[src/rtl/flux_enc_pkg.sv]
package flux_enc_pkg;

    localparam int FE_TIME_W = 7;
    localparam int FE_SYNC_N = 2;

    typedef enum logic {
        ARM_IDLE,
        ARM_RUN
    } arm_state_e;

    typedef enum logic [1:0] {
        EV_NONE  = 2'd0,
        EV_TOKEN = 2'd1,
        EV_DATA  = 2'd2
    } emit_kind_e;

endpackage

[src/rtl/fe_edge_sync.sv]
module fe_edge_sync #(
    parameter int STAGES = 2
) (
    input  logic clk,
    input  logic rst,
    input  logic din,
    output logic rise
);
    localparam int LAST = STAGES;

    logic [LAST:0] sh;

    always_ff @(posedge clk) begin
        if (rst) begin
            sh <= '0;
        end else begin
            sh <= {sh[LAST-1:0], din};
        end
    end

    // sh[STAGES-1] is the synchronized level, sh[STAGES] its previous value
    assign rise = sh[LAST-1] & ~sh[LAST];

endmodule

[src/rtl/fe_interval_acc.sv]
module fe_interval_acc
    import flux_enc_pkg::*;
#(
    parameter int TIME_W = FE_TIME_W
) (
    input  logic              clk,
    input  logic              rst,
    input  logic              en,
    input  logic              edge_seen,
    output emit_kind_e        kind,
    output logic [TIME_W-1:0] field
);
    localparam logic [TIME_W-1:0] WRAP = '1;
    localparam logic [TIME_W-1:0] ONE  = TIME_W'(1);

    arm_state_e        state;
    logic [TIME_W-1:0] acc;

    always_comb begin
        kind  = EV_NONE;
        field = '0;
        if (en && state == ARM_RUN) begin
            if (edge_seen) begin
                kind  = EV_DATA;
                field = acc;
            end else if (acc == WRAP) begin
                kind = EV_TOKEN;
            end
        end
    end

    always_ff @(posedge clk) begin
        if (rst || !en) begin
            state <= ARM_IDLE;
            acc   <= '0;
        end else if (state == ARM_IDLE) begin
            if (edge_seen) begin
                state <= ARM_RUN;
                acc   <= ONE;
            end
        end else if (edge_seen || acc == WRAP) begin
            acc <= ONE;
        end else begin
            acc <= acc + ONE;
        end
    end

endmodule

[src/rtl/fe_byte_out.sv]
module fe_byte_out
    import flux_enc_pkg::*;
#(
    parameter int TIME_W = FE_TIME_W
) (
    input  logic              clk,
    input  logic              rst,
    input  emit_kind_e        kind,
    input  logic [TIME_W-1:0] field,
    input  logic              flag,
    output logic              valid,
    output logic [TIME_W:0]   data
);
    always_ff @(posedge clk) begin
        if (rst) begin
            valid <= 1'b0;
            data  <= '0;
        end else begin
            valid <= (kind != EV_NONE);
            case (kind)
                EV_DATA:  data <= {flag, field};
                EV_TOKEN: data <= {flag, {TIME_W{1'b0}}};
                default:  data <= '0;
            endcase
        end
    end

endmodule

[src/rtl/flux_interval_encoder.sv]
module flux_interval_encoder
    import flux_enc_pkg::*;
#(
    parameter int TIME_W = FE_TIME_W,
    parameter int SYNC_N = FE_SYNC_N
) (
    input  logic            clk,
    input  logic            rst,
    input  logic            acq_en,
    input  logic            ext_flag,
    input  logic            flux_in,
    output logic            out_valid,
    output logic [TIME_W:0] out_byte
);
    logic              rise;
    emit_kind_e        kind;
    logic [TIME_W-1:0] field;

    fe_edge_sync #(.STAGES(SYNC_N)) u_sync (
        .clk  (clk),
        .rst  (rst),
        .din  (flux_in),
        .rise (rise)
    );

    fe_interval_acc #(.TIME_W(TIME_W)) u_acc (
        .clk       (clk),
        .rst       (rst),
        .en        (acq_en),
        .edge_seen (rise),
        .kind      (kind),
        .field     (field)
    );

    fe_byte_out #(.TIME_W(TIME_W)) u_out (
        .clk   (clk),
        .rst   (rst),
        .kind  (kind),
        .field (field),
        .flag  (ext_flag),
        .valid (out_valid),
        .data  (out_byte)
    );

endmodule

[config.mk]
export PLATFORM = sky130hd
export DESIGN_NAME = flux_interval_encoder
export DESIGN_NICKNAME = d
export VERILOG_FILES = /design/src/rtl/flux_enc_pkg.sv /design/src/rtl/fe_edge_sync.sv /design/src/rtl/fe_interval_acc.sv /design/src/rtl/fe_byte_out.sv /design/src/rtl/flux_interval_encoder.sv
export SDC_FILE = /design/constraint.sdc
export NUM_CORES = 1
export LEC_CHECK = 0
export ABC_AREA = 1
export BUFFER_PORTS_ARGS = -buffer_cell sky130_fd_sc_hd__clkbuf_2
export CORE_MARGIN = 10
export CORE_UTILIZATION = 45
export CTS_CLUSTER_DIAMETER = 50
export CTS_CLUSTER_SIZE = 25
export DETAILED_ROUTE_END_ITERATION = 16
export PLACE_DENSITY_LB_ADDON = 0.12
export SYNTH_ARGS = -nofsm -noshare
export SYNTH_HDL_FRONTEND = slang
export SYNTH_SLANG_ARGS = --single-unit
[constraint.sdc]
create_clock -name clk -period 3.2 [get_ports clk]
set_input_delay 0.16 -clock clk [delete_from_list [all_inputs] [get_ports clk]]
set_output_delay 0.16 -clock clk [all_outputs]
set_load 0.05 [all_outputs]
Word level (Yosys, flattened, before mapping)
Index checks and enable logic that the tools add are counted.

Bits in registers: 20. Bits in latches: 0. RAM bits: 0. Bits in read-only memories: 0. Output and inout port bits: 9. Memories: 0.

Add/subtract/negate cells: 1. Multiply operators: 0. Divide/modulo/power cells: 0. $lt $le $gt $ge: 0. Equal/unequal tests: 3. Shift-type cells: 0. Multiplexer cells: 11. Bitwise operators: 2. Reductions and logical operators: 6.

Operator list (count): $mux 7 (5); $pmux 8 s2 (1); $add 7x1->7 const B (1); $eq 7x7->1 const B (1); $mux 2 (2); $reduce_bool 2->1 (2); $mux 1 (3); $eq 2x1->1 const B (1); $eq 2x2->1 const B (1); $logic_or 1x1->1 (2); $and 1x1->1 (1); $logic_and 1x1->1 (1); $logic_not 1->1 (1); $not 1->1 (1).

Logic depth before layout (Yosys ltp)
Word-level depth: 6. Depth in mapped cells: 7. Gate-level depth less buffers: 7.

Cells and area by module
Synthesis repeated with hierarchy kept, for this count alone.

Cells, all modules: 126. Area total of the unflattened synthesis: 887.1 um^2.

Modules (own cells, without submodules): fe_interval_acc (times used 1, cells an instance 81, area an instance 493.0 um^2); fe_byte_out (times used 1, cells an instance 35, area an instance 307.8 um^2); fe_edge_sync (times used 1, cells an instance 10, area an instance 86.3 um^2).

Least setup slack after synthesis
No wires, ideal clock.

Path type: register -> register. Start: reg u_acc.acc[0]. End: reg u_acc.acc[0]. Library setup time: 110 ps. Arrival time: 1037 ps. Slack: 2053 ps. Cell stages (with the launch flop): 8. Buffers on the path: 0. Period minus slack after synthesis: 1147 ps. Cell sequence: dfxtp_1 ha_1 nand3_4 nor2_4 nor2_2 nand2_1 nand3_1 inv_1.

Longest elaborated chain between the ends: 4. Elaborated cells between the ends (all ways): 5. Classes of those cells: add/sub: 1; eq/ne: 1; mux: 2; reduce/logical: 1.

RTL lines: start: declaration (RTL line fe_interval_acc.sv:17) `logic [TIME_W-1:0] acc;`; start signal: assignment (RTL line fe_interval_acc.sv:44) `acc <= acc + ONE;`; parallel branches: the longest is 2 deep, another holds $add 7x1->7; $mux 7 * (RTL line fe_interval_acc.sv:41) `end else if (edge_seen || acc == WRAP) begin`; $mux 7 * (RTL line fe_interval_acc.sv:36) `end else if (state == ARM_IDLE) begin`.

Every way passes the cells marked *. A chain may end at the register's enable or synchronous reset.

Worst setup path in the final report
Ends and elaborated chain as after synthesis.

==> reports/qor.yml <==
htree_levels: 1
fill_cells: 156
hold_class: "in -> reg"
grt_first_pass_wirelength_um: 2170
hold_viol: 0
power_frac_seq_pct: 66.3
setup_viol: 0
yosys.area_share.simple_pct: 33.6
routed_wl_um: 1350
synth_cells: 96
dr.pass1.iters: 4
ys_seq_area_share_pct: 51.4
cpPeakStageDelay_ps: 360
final_cells: 127
insertion_delay_ps: 290
fin_hold_ws_ps: 48.3
power.leakage_nw: 0.338
cp_data_required_time_ps: 3400
synth-compound-area-share_pct: 5.79
cpMaxStageDelayCell: "dfxtp_1"
gp_congestion: 0.827
vias_per_cell: 4.83
path_class: "reg -> reg"
nNetsFinal: 119
die_x_um: 61.6
ys_warn_count: 0
rsz0062_at_grt: "no"
initial_core_util_pct: 49.4
slew_headroom_pct: 78.5
worstPathArrival_ps: 1480
clockBufferDepth: 2
drive_gt1_share_pct: 22.5
syn_area_per_cell_um2: 8.11
port_buffers: 13
numCtsBuffers: 3
dieHeight_um: 61.6
n_antenna_cell: 0
design_area_um2: 875
syn_area_um2: 778
path_cells: "ha_1 > nand3_4 > nor2_4 > nor2_2 > nand2_1 > nand3_1 > inv_1"
grt_pass1_vias: 511
final_max_slew_viol_count: 0
antenna_found_initial: 0
startpoint_type: "register"
p_clk_share_pct: 29.7
post-route-min-period_ps: 1280
skew_ps: 1.71
crit_fanout: 6
async_flop_share_pct: 0
synth_xor_area_share_pct: 0
p_int_uw: 300
fin_ws_ps: 1920
clkSinkCount: 20
wl_per_cell_um: 10.6
die-area_um2: 3790
yosys.area_share.adder_pct: 1.61
power_density_nw_per_um2: 436
ys_seq_elements: 20
dp_slack_ps: 1940
p_sw_share_pct: 21.2
cts_hold_buf: 0
post_cts_buffers: 0
ant_nets: 0
synth_top_family_by_area: "simple AND/OR/NAND/NOR gates"
endpoint_kind: "register"
syn-num-nets: 102
fin_crit_sh_pct: 39.9
synth.area.mux_share_pct: 0
total_power_uw: 381
setup_tns_ps: 0
via_count: 613
track_usage_pct: 7.61
ys.flop_type: "dfxtp_1"
tightest_slew_ps: 323
cts-root-buf: "clkbuf_4"
overflow: 0
cts_tree: "built"
place_inst: 124
grt_max_degree: 11
timing.fmax_ghz: 0.784
rows: 14
status: "finished clean"
finish.utilization_pct: 55.5
ctsResizeCount: 0
hpwl_um: 1040
core-area_um2: 1580
vdd_drop_max_mv: 0.232
drt_iter0_drc: 14
drv_cap: 0
ys_types: 18
syn2layout_area_growth_pct: 12.4
drc: 0
pwr-share-comb_pct: 4.0
pin_count: 14
placed_area_um2: 852
path_clk_slew_ps: 100
p_sw_uw: 80.9
synth_edf_count: 0
==> cell usage in the layout, fill, tap and decap left out <==
cell type,netlist,layout
clkbuf_4,0,3
nand2_1,24,24
o21ai_0,3,3
nor2_1,11,11
nand3_1,4,4
inv_1,11,11
nor2_4,1,1
nand2_4,1,1
clkbuf_2,0,13
nor3b_2,1,1
dfxtp_1,20,20
ha_1,1,1
inv_4,1,1
nand3_4,1,1
nor2_2,3,3
a21oi_1,6,6
nand2_2,1,1
nor3_1,4,4
nand4_1,2,2
==> registers in the layout, indices dropped and copies added, names as in the netlist <==
name and flops:
u_acc.acc 7, u_acc.state 1, u_sync.sh 3, u_out.data 8
u_out.valid 1
==> per-layer routing <==
| layer | GRT usage (%) | share of wire (%) | routed length, um | up-vias |
|---|---|---|---|---|
| met4 | 5.73 | 1.0 | 14 | 0 |
| met5 | 0 | 0 | 0 | - |
| met2 | 11.4 | 42 | 563 | 12 |
| li1 | - | - | - | 334 |
| met3 | 2.67 | 8.3 | 112 | 2 |
| met1 | 8.68 | 49 | 659 | 265 |
==> cells in the mapped netlist, types with 2 or more instances <==
cell / instances / area share (%)
inv_1: 11 / 5.3
a21oi_1: 6 / 3.9
nand4_1: 2 / 1.6
nand3_1: 4 / 2.6
nor3_1: 4 / 2.6
nor2_1: 11 / 5.3
o21ai_0: 3 / 1.9
dfxtp_1: 20 / 51
nor2_2: 3 / 2.4
nand2_1: 24 / 12
==> layout make-up <==
type,count,area [um^2],share of cell area [%]
multi-input cells,63,319,36.5
repair buffers,13,65.1,7.44
flip-flops and latches,20,400,45.8
well taps,16,20.0,2.29
inverters,12,47.5,5.44
clock buffers,3,22.5,2.58
==> worst paths after layout <==
check / from / end / slack, ps / cells after the start
max: u_acc.acc[0]$_SDFFE_PP0P_ / u_acc.acc[0]$_SDFFE_PP0P_ / 1920 / 7
min: flux_in / u_sync.sh[0]$_SDFF_PP0_ / 50 / 3
max reg2reg: u_acc.acc[0]$_SDFFE_PP0P_ / u_acc.acc[0]$_SDFFE_PP0P_ / 1920 / 7
min reg2reg: u_sync.sh[0]$_SDFF_PP0_ / u_sync.sh[1]$_SDFF_PP0_ / 410 / 2
==> worst max-delay path: cells and delay by family (launching register included) <==
family        cells  cell delay (ps)
simple gates      5              520
flops             1              360
buf+inv           1               40
fa+ha+maj         1              270
==> cell families after synthesis <==
group                    after synthesis
AO/OA/AOI/OAI                          9
adder cells (fa/ha/maj)                1
buffers and inverters                 13
flip-flops                            20
AND/OR/NAND/NOR                       53
==> power groups by stage <==
stage	Sequential, mW	Clock [mW]	Combinational (mW)
finish	0.253	0.113	0.0154
global route	0.253	0.130	0.0174
CTS	0.253	0.119	0.0155
detailed placement	0.258	0	0.0154
global placement	0.258	0	0.0156
floorplan	0.258	0	0.0102
(Power assumes the default switching activity.)
